[src/rtl/pagu_pkg.sv]
// Package: shared sizing and path encoding for the paged address generation unit.
// Assumes one page register per address register and register 0 as program counter.
package pagu_pkg;
    localparam int AW     = 16;                // address register width
    localparam int PW     = 4;                 // page register width
    localparam int NREG   = 8;                 // number of address registers
    localparam int RSEL_W = $clog2(NREG);      // register index width
    localparam int DISP_W = 4;                 // displacement width (ORed at bit 1)
    localparam int SLOT_W = 3;                 // instruction slot field width
    localparam int PHYS_W = AW + PW;           // physical address width

    typedef enum logic {
        PATH_OPERAND = 1'b0,
        PATH_FETCH   = 1'b1
    } path_e;
endpackage

[src/rtl/pagu_regfile.sv]
// Module: address and page register file.
// Holds NREG address registers, each with a page register. Register 0 is the
// program counter: a write to it with pc_pgload also loads its page from the
// low PW bits of the written value, overriding a page write to page 0.
// Assumes synchronous active-low reset and one write per array per cycle.
module pagu_regfile #(
    parameter int AW     = pagu_pkg::AW,
    parameter int PW     = pagu_pkg::PW,
    parameter int NREG   = pagu_pkg::NREG,
    parameter int RSEL_W = pagu_pkg::RSEL_W
) (
    input  logic                       clk,
    input  logic                       rst_n,
    input  logic                       areg_we,
    input  logic [RSEL_W-1:0]          areg_waddr,
    input  logic [AW-1:0]              areg_wdata,
    input  logic                       pc_pgload,
    input  logic                       page_we,
    input  logic [RSEL_W-1:0]          page_waddr,
    input  logic [PW-1:0]              page_wdata,
    output logic [NREG-1:0][AW-1:0]    areg_q,
    output logic [NREG-1:0][PW-1:0]    page_q
);
    logic pc_page_hit;

    // Detect a program-counter write that also carries its page.
    always_comb begin
        pc_page_hit = areg_we && (areg_waddr == '0) && pc_pgload;
    end

    for (genvar g = 0; g < NREG; g++) begin : g_reg
        // Address register g: cleared on reset, loaded on matching write.
        always_ff @(posedge clk) begin
            if (!rst_n) begin
                areg_q[g] <= '0;
            end else if (areg_we && (areg_waddr == RSEL_W'(g))) begin
                areg_q[g] <= areg_wdata;
            end
        end

        if (g == 0) begin : g_pc_page
            // PC page: page load from PC write beats an explicit page write.
            always_ff @(posedge clk) begin
                if (!rst_n) begin
                    page_q[g] <= '0;
                end else if (pc_page_hit) begin
                    page_q[g] <= areg_wdata[PW-1:0];
                end else if (page_we && (page_waddr == '0)) begin
                    page_q[g] <= page_wdata;
                end
            end
        end else begin : g_plain_page
            // Ordinary page register g: loaded only by the page write port.
            always_ff @(posedge clk) begin
                if (!rst_n) begin
                    page_q[g] <= '0;
                end else if (page_we && (page_waddr == RSEL_W'(g))) begin
                    page_q[g] <= page_wdata;
                end
            end
        end
    end

    // reset clears the program counter and its page.
    a_r1_reset_clears: assert property (@(posedge clk)
        !rst_n |=> (areg_q[0] == '0) && (page_q[0] == '0));

    // an address write lands in the addressed register.
    a_r5_write_lands: assert property (@(posedge clk) disable iff (!rst_n)
        areg_we |=> areg_q[$past(areg_waddr)] == $past(areg_wdata));

    // a PC write with page load sets the PC page from its low bits.
    a_r7_pc_page_load: assert property (@(posedge clk) disable iff (!rst_n)
        (areg_we && (areg_waddr == '0) && pc_pgload)
        |=> page_q[0] == $past(areg_wdata[PW-1:0]));

    // a PC write without page load and no page-0 write keeps the page.
    a_r9_page_kept: assert property (@(posedge clk) disable iff (!rst_n)
        (areg_we && (areg_waddr == '0) && !pc_pgload &&
         !(page_we && (page_waddr == '0)))
        |=> $stable(page_q[0]));
endmodule

[src/rtl/pagu_read_mux.sv]
// Module: selects one address register and its paired page register.
// Purely combinational; assumes reg_sel is always a valid index.
module pagu_read_mux #(
    parameter int AW     = pagu_pkg::AW,
    parameter int PW     = pagu_pkg::PW,
    parameter int NREG   = pagu_pkg::NREG,
    parameter int RSEL_W = pagu_pkg::RSEL_W
) (
    input  logic [NREG-1:0][AW-1:0] areg_q,
    input  logic [NREG-1:0][PW-1:0] page_q,
    input  logic [RSEL_W-1:0]       reg_sel,
    output logic [AW-1:0]           areg_sel,
    output logic [PW-1:0]           page_sel
);
    // Index the register arrays with the operand register select.
    always_comb begin
        areg_sel = areg_q[reg_sel];
        page_sel = page_q[reg_sel];
    end
endmodule

[src/rtl/pagu_operand_path.sv]
// Module: operand address former.
// Merges the displacement into address bits DISP_W:1 with OR (no carry),
// keeps bit 0 (high-byte flag) and the upper bits, and prefixes the page.
// Assumes DISP_W + 1 < AW.
module pagu_operand_path #(
    parameter int AW     = pagu_pkg::AW,
    parameter int PW     = pagu_pkg::PW,
    parameter int DISP_W = pagu_pkg::DISP_W,
    localparam int PHYS_W = AW + PW
) (
    input  logic [AW-1:0]     areg,
    input  logic [PW-1:0]     page,
    input  logic [DISP_W-1:0] disp,
    output logic [PHYS_W-1:0] addr
);
    // Assemble page, upper bits, ORed displacement field and byte bit.
    always_comb begin
        addr = {page, areg[AW-1:DISP_W+1], areg[DISP_W:1] | disp, areg[0]};
    end
endmodule

[src/rtl/pagu_fetch_path.sv]
// Module: instruction fetch address former.
// Takes the block address from the program counter's upper bits, the word
// slot from the instruction's slot field, forces the byte bit to zero and
// prefixes the program page. Assumes SLOT_W + 1 < AW.
module pagu_fetch_path #(
    parameter int AW     = pagu_pkg::AW,
    parameter int PW     = pagu_pkg::PW,
    parameter int SLOT_W = pagu_pkg::SLOT_W,
    localparam int BLK_W  = AW - SLOT_W - 1,
    localparam int PHYS_W = AW + PW
) (
    input  logic [BLK_W-1:0]  pc_block,
    input  logic [PW-1:0]     pc_page,
    input  logic [SLOT_W-1:0] slot,
    output logic [PHYS_W-1:0] addr
);
    // Assemble page, block, slot and a zero byte bit.
    always_comb begin
        addr = {pc_page, pc_block, slot, 1'b0};
    end
endmodule

[src/rtl/paged_agu.sv]
// Module: paged address generation unit (top).
// Holds address/page register pairs and forms either an operand address or
// a next-instruction fetch address, chosen by path_sel. Outputs are
// combinational from register state and instruction fields.
// Assumes synchronous active-low reset; register 0 is the program counter.
module paged_agu #(
    parameter int AW     = pagu_pkg::AW,
    parameter int PW     = pagu_pkg::PW,
    parameter int NREG   = pagu_pkg::NREG,
    parameter int DISP_W = pagu_pkg::DISP_W,
    parameter int SLOT_W = pagu_pkg::SLOT_W,
    localparam int RSEL_W = $clog2(NREG),
    localparam int PHYS_W = AW + PW,
    localparam int BLK_LO = SLOT_W + 1
) (
    input  logic              clk,
    input  logic              rst_n,
    input  logic              path_sel,
    input  logic [RSEL_W-1:0] reg_sel,
    input  logic [DISP_W-1:0] disp,
    input  logic [SLOT_W-1:0] slot,
    input  logic              areg_we,
    input  logic [RSEL_W-1:0] areg_waddr,
    input  logic [AW-1:0]     areg_wdata,
    input  logic              pc_pgload,
    input  logic              page_we,
    input  logic [RSEL_W-1:0] page_waddr,
    input  logic [PW-1:0]     page_wdata,
    output logic [PHYS_W-1:0] phys_addr,
    output logic [AW-1:0]     areg_rdata
);
    import pagu_pkg::*;

    logic [NREG-1:0][AW-1:0] areg_q;
    logic [NREG-1:0][PW-1:0] page_q;
    logic [AW-1:0]           areg_sel;
    logic [PW-1:0]           page_sel;
    logic [PHYS_W-1:0]       op_addr;
    logic [PHYS_W-1:0]       fetch_addr;
    path_e                   path;

    pagu_regfile #(.AW(AW), .PW(PW), .NREG(NREG), .RSEL_W(RSEL_W)) u_regs (
        .clk        (clk),
        .rst_n      (rst_n),
        .areg_we    (areg_we),
        .areg_waddr (areg_waddr),
        .areg_wdata (areg_wdata),
        .pc_pgload  (pc_pgload),
        .page_we    (page_we),
        .page_waddr (page_waddr),
        .page_wdata (page_wdata),
        .areg_q     (areg_q),
        .page_q     (page_q)
    );

    pagu_read_mux #(.AW(AW), .PW(PW), .NREG(NREG), .RSEL_W(RSEL_W)) u_rmux (
        .areg_q   (areg_q),
        .page_q   (page_q),
        .reg_sel  (reg_sel),
        .areg_sel (areg_sel),
        .page_sel (page_sel)
    );

    pagu_operand_path #(.AW(AW), .PW(PW), .DISP_W(DISP_W)) u_opnd (
        .areg (areg_sel),
        .page (page_sel),
        .disp (disp),
        .addr (op_addr)
    );

    pagu_fetch_path #(.AW(AW), .PW(PW), .SLOT_W(SLOT_W)) u_fetch (
        .pc_block (areg_q[0][AW-1:BLK_LO]),
        .pc_page  (page_q[0]),
        .slot     (slot),
        .addr     (fetch_addr)
    );

    // Decode the path select into the shared enum.
    always_comb begin
        path = path_e'(path_sel);
    end

    // Drive the physical address from the chosen path.
    always_comb begin
        unique case (path)
            PATH_FETCH: phys_addr = fetch_addr;
            default:    phys_addr = op_addr;
        endcase
    end

    // Present the selected register for copies into the data path.
    always_comb begin
        areg_rdata = areg_sel;
    end

    // fetch address carries the program-counter block and page.
    a_r4_fetch_block: assert property (@(posedge clk) disable iff (!rst_n)
        path_sel |-> (phys_addr[AW-1:BLK_LO] == areg_q[0][AW-1:BLK_LO]) &&
                     (phys_addr[PHYS_W-1:AW] == page_q[0]));

    // fetch addresses are always word aligned.
    a_r4_fetch_even: assert property (@(posedge clk) disable iff (!rst_n)
        path_sel |-> !phys_addr[0]);

    // operand address upper bits follow the selected register pair.
    a_r2_operand_page: assert property (@(posedge clk) disable iff (!rst_n)
        !path_sel |-> (phys_addr[PHYS_W-1:AW] == page_q[reg_sel]) &&
                      (phys_addr[AW-1:DISP_W+1] == areg_q[reg_sel][AW-1:DISP_W+1]));
endmodule

[config.mk]
export PLATFORM = sky130hd
export DESIGN_NAME = paged_agu
export DESIGN_NICKNAME = d
export VERILOG_FILES = /design/src/rtl/pagu_pkg.sv /design/src/rtl/pagu_regfile.sv /design/src/rtl/pagu_read_mux.sv /design/src/rtl/pagu_operand_path.sv /design/src/rtl/pagu_fetch_path.sv /design/src/rtl/paged_agu.sv
export SDC_FILE = /design/constraint.sdc
export NUM_CORES = 1
export LEC_CHECK = 0
export BUFFER_PORTS_ARGS = -buffer_cell sky130_fd_sc_hd__buf_2
export CAP_MARGIN = 20
export CORE_ASPECT_RATIO = 1.5
export CORE_UTILIZATION = 40
export CTS_CLUSTER_DIAMETER = 100
export DETAILED_ROUTE_END_ITERATION = 12
export PLACE_DENSITY = 0.65
export REMOVE_ABC_BUFFERS = 1
export SLEW_MARGIN = 20
export SYNTH_ARGS = -nofsm -noshare
export SYNTH_HDL_FRONTEND = slang
export SYNTH_SLANG_ARGS = --single-unit
[constraint.sdc]
create_clock -name clk -period 4.1 [get_ports clk]
set_input_delay 0.615 -clock clk [delete_from_list [all_inputs] [get_ports clk]]
set_output_delay 0.615 -clock clk [all_outputs]
set_load 0.005 [all_outputs]
# Yosys cells after proc, flatten, opt, wreduce, memory -nomap -nowiden
# Cells that the tools add are included.
[totals] wordCells=59 regBits=160 in_bits=42 out_inout_bits=36
[op_classes] bitwise=1 magnitude_cmp=1 n_mux=7 n_eq_ne=14 reduce_logical=20
[ops] cell="$bmux 16 s3" count=1
[ops] cell="$eq 3x3->1 const B" count=8
[ops] cell="$mux 20" count=1
[ops] cell="$logic_and 1x1->1" count=17
[ops] cell="$mux 16" count=1
[ops] cell="$bmux 4 s3" count=1
[ops] cell="$eq 3x2->1 const B" count=4
[ops] cell="$mux 4" count=3
[ops] cell="$eq 3x1->1 const B" count=2
[ops] cell="$logic_not 3->1" count=2
[ops] cell="$lt 3x4->1 const B" count=1
[ops] cell="$or 4x4->4" count=1
[ops] cell="$reduce_bool 2->1" count=1

# Logic depth before layout (Yosys ltp)
# Gate-level depths: netlist of run 1.
[logic_depth] word_depth=4 depth_mapped=7 ltp_nobuf=4

# Hierarchy
# From an unflattened synthesis of run 1, not the netlist that was laid out.
[hier_totals] hier_cells=847 hier_area_um2=8275.4
[modules_own_cells] mod="pagu_regfile" cells_each=713 n_inst=1 seq_area_each_um2=3203.1 area_each_um2=6304.8
[modules_own_cells] mod="pagu_read_mux" cells_each=71 n_inst=1 seq_area_each_um2=0.0 area_each_um2=1348.8
[modules_own_cells] mod="paged_agu" cells_each=22 n_inst=1 seq_area_each_um2=0.0 area_each_um2=322.8
[modules_own_cells] mod="pagu_fetch_path" cells_each=21 n_inst=1 seq_area_each_um2=0.0 area_each_um2=153.9
[modules_own_cells] mod="pagu_operand_path" cells_each=20 n_inst=1 seq_area_each_um2=0.0 area_each_um2=145.1

# Least setup slack after synthesis of run 1
# OpenSTA, ideal clock, no wires.
[synth_timing] kind="input to output" startpoint="input port reg_sel[0]" endpoint="output port phys_addr[15]" path_stages=6 path_buffers=2 path_slack_ns=1.773 t_arrival_ns=1.712 required_ns=3.485 path_cell_list="buf_6 buf_6 mux2_2 o22ai_2 a221oi_2 mux2_1"
[synth_via] elab_chain_len=3
[synth_rtl] item="start, declared" line_no="paged_agu.sv:19" text="input logic [RSEL_W-1:0] reg_sel,"
[synth_rtl] item="$bmux 16 s3" line_no="pagu_read_mux.sv:17" text="areg_sel = areg_q[reg_sel];"
[synth_rtl] item="$mux 16 (not written as such)" line_no="pagu_read_mux.sv:17"
[synth_rtl] item="named net areg_rdata[15]" line_no="paged_agu.sv:30" text="output logic [AW-1:0] areg_rdata"
[synth_rtl] item="$mux 20" line_no="paged_agu.sv:85" text="unique case (path)"
[synth_rtl] item="end, declared" line_no="paged_agu.sv:29" text="output logic [PHYS_W-1:0] phys_addr,"
# The timed path passes the listed nets, and every way through them passes these cells. The select of a mux whose other input is x is not followed.

# Worst setup path in the final report of run 1
[layout_timing] startpoint="input port reg_sel[0]" endpoint="output port phys_addr[0]"
[layout_via] elab_chain_len=3
[layout_rtl] item="$bmux 16 s3" line_no="pagu_read_mux.sv:17"
[layout_rtl] item="$mux 16 (not written as such)" line_no="pagu_read_mux.sv:17"
[layout_rtl] item="$mux 20" line_no="paged_agu.sv:85"
# Every way passes these cells. The select of a mux whose other input is x is not followed.

==> out/qor.csv, run 1 <==
metric;value;unit
CP arrival;2.30;ns
commonest non-fill, non-tap cells in the layout;nand2_1, dfxtp_1, a21boi_0;
Layout Cells excl Fill;1173;
most common cell after layout, fill and taps aside;nand2_1;
gpl congestion;0.768;
TritonCTS Buffers;17;
first-pass GRT wire length;32100;um
mapped cell area;7880;sq um
Post-synth EDFFs;0;
setup ws final;1.19;ns
Post-synth ARST share;0;
Layout Nets;946;
Via density;5.21;
met2 usage;0.374;
Hold-fix buffers, CTS;0;
clk sinks;160;
chip width;117;um
reg2reg end;u_regs.page_q[3]$_SDFFE_PN0P_;
CTS clk-pin slew, worst paths;0.06;ns
TritonCTS clock tree;done;
row count;62;
Post-synth top flop;dfxtp_1;
Max Slew Vio Count;0;
ANT cells;0;
# resized after CTS;0;
DRT Wirelength;20300;um
Worst-Skew Late Latency;0.42;ns
Layout Utilization;0.460;
clock tree buffer depth;2;
Core Region;19200;sq um
unrepaired setup endpoints after global routing;false;
Placed Area;8250;sq um
DR pass1 iterations;4;
CP Class;input port to primary output;
PwrDens;402;nW/um^2
Total GRT Usage;0.207;
DP Cell Count;1141;
most crowded layer after global routing;met2;
average size of a mapped cell;8.99;sq um
Port Buffers;77;
R2R Setup Slk;3.33;ns
drt wl/cell;17.3;um
Seq/Total Area, Yosys;0.407;
Reg-to-Reg Start;u_regs.page_q[3]$_SDFFE_PN0P_;
Post-CTS Setup Bufs;0;
final setup TNS;0;ns
H-Tree Depth;4;
Setup WS pre-CTS;1.17;ns
share of cells above drive strength 1;0.213;
Slew @ Worst Pin;1.08;ns
ANT nets after route;0;
first-iteration detailed-routing DRC count;315;
initial antenna violation count;0;
status;finished clean;
synth warn;0;
Post-DP HPWL;12900;um
Fin. Hold Viols;0;
Overflow after GRT;0;
LEAKAGE;3.36;nW
Setup crit end kind;primary output;
Tcrit/Tclk final;0.710;
Final min period;2.91;ns
Rel. slew slack;0.276;
largest vdd supply drop;0.283;mV
via count;6108;
Hold WS;0.455;ns
I/O pin total;78;
Crit path required time;3.48;ns
worst-path fanout max;35;
FMAX;0.344;GHz
max_cap viols;0;
crit path to;phys_addr[0];
Die Y;174;um
M3 GR Usage;0.0346;
CP Launch Point;reg_sel[0];
cell count after synthesis;876;
M1 GR Usage;0.242;
fin area;8850;sq um
starting density of the core;0.409;
clock root cell;clkbuf_16;
clk_skew;0;ns
DRC Markers;0;
Die ar.;20300;sq um
Netlist cell types;36;
area delta synth->final;12.3;%
HP Class;register to register;
largest net degree at the start of global routing;76;
Power Total;3.56;mW
final setup fails;0;
critical path startpoint category;input port;
Yosys reg bits;160;
vias in the first global route;5856;
r2r worst-path depth;3;
-- area by class of cell --
| cell class | count | area [sq um] |
|---|---|---|
| timing repair buffer | 89 | 493 |
| clock inverter | 10 | 126 |
| fill | 1898 | 10400 |
| multi-input combinational | 636 | 4230 |
| tap | 256 | 320 |
| sequential | 160 | 3200 |
| clock buffer | 22 | 474 |
-- critical path, stage by stage --
cell	delay (ns)
buf_4	0.22
buf_12	0.27
mux4_1	0.59
mux2_2	0.28
nor2b_1	0.14
buf_2	0.16
-- worst min path at each step --
stage	start	depth (start not counted)	to
after floorplan	u_regs.areg_q[118]$_SDFFE_PN0P_	2	u_regs.areg_q[118]$_SDFFE_PN0P_
after global placement	u_regs.areg_q[21]$_SDFFE_PN0P_	2	u_regs.areg_q[21]$_SDFFE_PN0P_
after global routing	u_regs.areg_q[24]$_SDFFE_PN0P_	2	u_regs.areg_q[24]$_SDFFE_PN0P_
final	u_regs.areg_q[26]$_SDFFE_PN0P_	2	u_regs.areg_q[26]$_SDFFE_PN0P_
after detailed placement	u_regs.areg_q[23]$_SDFFE_PN0P_	2	u_regs.areg_q[23]$_SDFFE_PN0P_
after CTS	u_regs.areg_q[23]$_SDFFE_PN0P_	2	u_regs.areg_q[23]$_SDFFE_PN0P_
-- state kept, by name, indices dropped and copies added, names as in the netlist --
signal	count
u_regs.areg_q	128
u_regs.page_q	32
-- cell usage after synthesis (2+ instances only) --
cell type | number | area, sq um
nor2_2 | 7 | 43.8
a221oi_2 | 12 | 180
nor2b_1 | 33 | 206
nand3_1 | 4 | 20.0
o22ai_1 | 14 | 87.6
buf_2 | 22 | 110
a22oi_1 | 4 | 30.0
nand2_1 | 270 | 1010
buf_4 | 12 | 90.1
a21boi_1 | 26 | 195
nand4b_1 | 3 | 26.3
mux4_1 | 2 | 52.6
mux2i_1 | 70 | 701
clkbuf_1 | 37 | 139
a221oi_1 | 3 | 26.3
buf_6 | 6 | 67.6
nand2b_1 | 8 | 50.1
nor4b_4 | 2 | 47.6
o31a_1 | 4 | 35.0
o221ai_1 | 4 | 35.0
mux2_2 | 49 | 552
a21boi_0 | 102 | 766
nor4bb_1 | 2 | 20.0
nand2_2 | 2 | 12.5
o21ai_0 | 4 | 20.0
dfxtp_1 | 160 | 3200
o211a_1 | 4 | 40.0
nand4_1 | 2 | 12.5
-- kinds of logic (layout without fill, tap and decap cells) --
logic type	count (synthesis)	after routing	share of synthesized area
buf+inv	80	121	0.0566
flops	160	160	0.407
compound gates	178	178	0.181
mux	122	122	0.167
simple gates	336	336	0.188
-- report_power, final --
part	switching, mW	internal [mW]	leakage (nW)
Sequential	0.0173	1.59	1.29
Combinational	0.202	0.147	1.78
Clock	0.650	0.953	0.284
-- routing by layer --
layer  up-vias  part of all wire
li1       3037                 -
met1      2935              0.42
met2       109              0.52
met3        27             0.034
met4         0             0.020
met5         -                 0
Power figures use the tool's default switching activity.
==> run 2, diff against run 1 <==
==> constraint.sdc (replaced) <==
create_clock -name clk -period 2.8 [get_ports clk]
set_input_delay 0.42 -clock clk [delete_from_list [all_inputs] [get_ports clk]]
set_output_delay 0.42 -clock clk [all_outputs]
set_load 0.005 [all_outputs]
==> out/qor.csv, run 2 (synthesized netlist as in run 1, its figures left out) <==
metric;value;unit
status;finished clean;
PwrDens;588;nW/um^2
Crit path required time;2.38;ns
gpl congestion;0.769;
Port Buffers;77;
Post-CTS Setup Bufs;0;
via count;6154;
commonest non-fill, non-tap cells in the layout;nand2_1, dfxtp_1, a21boi_0;
CP arrival;1.96;ns
DRT Wirelength;20300;um
# resized after CTS;0;
largest net degree at the start of global routing;83;
Pint;4.00;mW
fin area;8990;sq um
clk_skew;0;ns
Reg-to-Reg Start;u_regs.page_q[2]$_SDFFE_PN0P_;
CTS clk-pin slew, worst paths;0.07;ns
net load switching power;1.29;mW
CP Launch Point;reg_sel[0];
Largest regs;u_regs.areg_q: 128 flops, u_regs.page_q: 32 flops;
first-pass GRT wire length;32100;um
Via density;5.18;
vias in the first global route;5954;
Clk network pwr share;0.456;
clock tree buffer depth;2;
initial antenna violation count;2;
Final min period;2.38;ns
Post-DP HPWL;13400;um
unrepaired setup endpoints after global routing;false;
HP Class;input port to register;
first-iteration detailed-routing DRC count;404;
drt wl/cell;17.1;um
max reg flops;128;
clock root cell;clkbuf_16;
critical path startpoint category;input port;
DRC Markers;0;
Layout Nets;960;
Worst-Skew Late Latency;0.43;ns
TritonCTS Buffers;17;
I/O pin total;78;
switch share;0.243;
Setup WS pre-CTS;0.393;ns
most common cell after layout, fill and taps aside;nand2_1;
Setup crit end kind;primary output;
fillers;1930;
max_cap viols;0;
Power Total;5.29;mW
largest vdd supply drop;0.421;mV
clk sinks;160;
H-Tree Depth;4;
DR pass1 iterations;4;
final setup TNS;0;ns
r2r worst-path depth;3;
setup ws final;0.420;ns
FMAX;0.420;GHz
CP Class;input port to primary output;
Die ar.;20300;sq um
Slew @ Worst Pin;0.904;ns
ANT nets after route;0;
Overflow after GRT;0;
Flop pwr share;0.444;
Max Slew Vio Count;0;
starting density of the core;0.409;
Fin. Hold Viols;0;
Biggest register;u_regs.areg_q;
Tcrit/Tclk final;0.850;
crit path to;phys_addr[11];
Hold-fix buffers, CTS;0;
Total GRT Usage;0.209;
Die Y;174;um
share of cells above drive strength 1;0.227;
reg2reg end;u_regs.page_q[2]$_SDFFE_PN0P_;
final setup fails;0;
Core Region;19200;sq um
row count;62;
LEAKAGE;3.44;nW
Comb power frac;0.100;
R2R Setup Slk;2.04;ns
Rel. slew slack;0.396;
TritonCTS clock tree;done;
chip width;117;um
worst-path fanout max;21;
area delta synth->final;14.2;%
Placed Area;8380;sq um
[run 2: worst min-delay path by stage]
stage                                               start                              end  slack, ns  depth (start not counted)
after floorplan           u_regs.areg_q[118]$_SDFFE_PN0P_  u_regs.areg_q[118]$_SDFFE_PN0P_       0.43                          2
after global placement    u_regs.areg_q[118]$_SDFFE_PN0P_  u_regs.areg_q[118]$_SDFFE_PN0P_       0.44                          2
after detailed placement  u_regs.areg_q[118]$_SDFFE_PN0P_  u_regs.areg_q[118]$_SDFFE_PN0P_       0.45                          2
after CTS                                   areg_wdata[7]  u_regs.areg_q[119]$_SDFFE_PN0P_       0.29                          3
after global routing                        areg_wdata[7]   u_regs.areg_q[23]$_SDFFE_PN0P_       0.30                          3
final                                       areg_wdata[7]  u_regs.areg_q[119]$_SDFFE_PN0P_       0.30                          3
[run 2: cell type report]
| type | instances | area, sq um | share of cell area |
|---|---|---|---|
| antenna | 2 | 5.00 | 0.000556 |
| clock buffer | 19 | 453 | 0.0504 |
| clock inverter | 13 | 161 | 0.0179 |
| multi-input combinational | 636 | 4230 | 0.470 |
| sequential | 160 | 3200 | 0.356 |
| tap | 256 | 320 | 0.0356 |
| timing repair buffer | 103 | 623 | 0.0693 |
[run 2: critical path: stages]
cell      delay (ns)
buf_4           0.29
buf_4           0.23
mux2_2          0.34
o22ai_1         0.21
a221oi_2        0.07
mux2_2          0.26
buf_2           0.12
[run 2: power by group through the flow]
stage	Combinational [mW]	Clock (mW)	Sequential (mW)
4_1_cts	0.532	2.44	2.35
5_1_grt	0.576	2.54	2.36
3_5_place_dp	0.530	0	2.40
3_3_place_gp	0.524	0	2.40
2_1_floorplan	0.257	0	2.39
6_report	0.527	2.41	2.35
[run 2: layer usage]
| layer | GRT usage | vias to the layer above | wire (um) |
|---|---|---|---|
| li1 | - | 3072 | - |
| met1 | 0.249 | 2940 | 8690 |
| met2 | 0.364 | 116 | 10600 |
| met3 | 0.0378 | 24 | 665 |
| met4 | 0.0839 | 2 | 388 |
| met5 | 0 | - | 8 |
[run 2: stage by stage]
step,hold WS (ns),cells,utilization
6_report,0.301,1189,0.468
5_1_grt,0.297,1188,0.467
4_1_cts,0.286,1187,0.467
3_5_place_dp,0.446,1155,0.435
3_3_place_gp,0.439,1155,0.435
2_1_floorplan,0.432,796,-
==> run 3, diff against run 2 <==
--- a/config.mk
+++ b/config.mk
@@ -7,11 +7,13 @@
 export LEC_CHECK = 0
 export BUFFER_PORTS_ARGS = -buffer_cell sky130_fd_sc_hd__buf_2
 export CAP_MARGIN = 20
+export CELL_PAD_IN_SITES_DETAIL_PLACEMENT = 0
+export CELL_PAD_IN_SITES_GLOBAL_PLACEMENT = 1
 export CORE_ASPECT_RATIO = 1.5
 export CORE_UTILIZATION = 40
 export CTS_CLUSTER_DIAMETER = 100
 export DETAILED_ROUTE_END_ITERATION = 12
-export PLACE_DENSITY = 0.65
+export PLACE_DENSITY = 0.79
 export REMOVE_ABC_BUFFERS = 1
 export SLEW_MARGIN = 20
 export SYNTH_ARGS = -nofsm -noshare
==> out/qor.csv, run 3 (synthesized netlist as in run 1, its figures left out) <==
metric;value;unit
vias in the first global route;5711;
TritonCTS clock tree;done;
Via density;5.17;
Overflow after GRT;0;
DR pass1 iterations;5;
Fin. Hold Viols;0;
area delta synth->final;14.3;%
clk sinks;160;
Core Region;19200;sq um
critical path startpoint category;input port;
CP Launch Point;reg_sel[0];
Setup crit end kind;primary output;
unrepaired setup endpoints after global routing;false;
Reg-to-Reg Start;u_regs.page_q[0]$_SDFFE_PN0P_;
TritonCTS Buffers;17;
Post-CTS Setup Bufs;0;
gpl congestion;0.734;
first-iteration detailed-routing DRC count;342;
share of cells above drive strength 1;0.228;
ANT cells;0;
CTS clk-pin slew, worst paths;0.07;ns
PwrDens;588;nW/um^2
DRC Markers;0;
Worst-Skew Late Latency;0.43;ns
Tcrit/Tclk final;0.851;
max_cap viols;0;
Final min period;2.38;ns
CP arrival;1.96;ns
starting density of the core;0.409;
row count;62;
Die Y;174;um
Slew @ Worst Pin;0.918;ns
worst-path fanout max;25;
clock root cell;clkbuf_16;
Port Buffers;77;
initial antenna violation count;0;
Max Slew Vio Count;0;
Layout Nets;962;
commonest non-fill, non-tap cells in the layout;nand2_1, dfxtp_1, a21boi_0;
most common cell after layout, fill and taps aside;nand2_1;
Layout Utilization;0.468;
via count;6148;
FMAX;0.420;GHz
LEAKAGE;3.45;nW
Total GRT Usage;0.213;
Hold Path Origin;areg_wdata[13];
Die ar.;20300;sq um
Rel. slew slack;0.386;
largest vdd supply drop;0.513;mV
chip width;117;um
drt wl/cell;17.4;um
Power Total;5.30;mW
clk_skew;0;ns
final setup TNS;0;ns
DRT Wirelength;20700;um
I/O pin total;78;
Biggest register;u_regs.areg_q;
Hold-fix buffers, CTS;0;
H-Tree Depth;4;
ANT nets after route;0;
Crit path required time;2.38;ns
first-pass GRT wire length;32300;um
largest net degree at the start of global routing;101;
status;finished clean;
CP Class;input port to primary output;
# resized after CTS;0;
Post-DP HPWL;13500;um
final setup fails;0;
max reg flops;128;
clock tree buffer depth;2;
HP Class;input port to register;
Largest regs;u_regs.areg_q: 128 flops, u_regs.page_q: 32 flops;
-- run 3: cell count changes in the layout (fill, tap and decap cells not counted), sizes merged --
| cell | before | now |
|---|---|---|
| inv | 1 | 3 |
| buf | 103 | 105 |
| clkbuf | 19 | 17 |
| diode | 2 | 0 |
-- run 3: worst paths after layout --
| kind | to | slack [ns] | cells past startpoint |
|---|---|---|---|
| worst max-delay path | phys_addr[9] | 0.42 | 7 |
| worst min-delay path | u_regs.areg_q[13]$_SDFFE_PN0P_ | 0.30 | 3 |
| worst max register to register | u_regs.page_q[0]$_SDFFE_PN0P_ | 2.05 | 3 |
| worst min register to register | u_regs.areg_q[62]$_SDFFE_PN0P_ | 0.45 | 2 |
-- run 3: per-layer routing --
metal / up-vias / global-route usage / wire, um
li1: 3070 / - / -
met1: 2932 / 0.258 / 9110
met2: 126 / 0.377 / 10800
met3: 20 / 0.0385 / 559
met4: 0 / 0.0633 / 302
met5: - / 0 / 0
-- run 3: area by class of cell --
type / instances / area (sq um)
Fill cell: 1892 / 10200
Multi-Input combinational cell: 636 / 4230
Sequential cell: 160 / 3200
Timing Repair Buffer: 105 / 638
Clock buffer: 17 / 425
Tap cell: 256 / 320
Clock inverter: 15 / 185
-- run 3: critical path, cell delays in order --
cell,delay [ns]
buf_4,0.27
buf_12,0.24
mux2_2,0.35
o22ai_1,0.21
a221oi_2,0.07
mux2_2,0.27
buf_2,0.12
-- run 3: through the flow --
step	worst slack, ns	cells	cell area (sq um)	hold WS [ns]
finish	0.416	1189	9000	0.304
global route	0.346	1189	9000	0.291
CTS	0.404	1189	9000	0.290
detailed placement	0.415	1157	8390	0.445
global placement	0.414	1157	8390	0.441
floorplan	0.323	796	7430	0.432
-- run 3: power by group --
group          leakage (nW)  switching (mW)  internal (mW)
logic                  1.87           0.300          0.228
registers              1.29          0.0260           2.33
clock network         0.288            1.00           1.41
total                  3.45            1.33           3.97
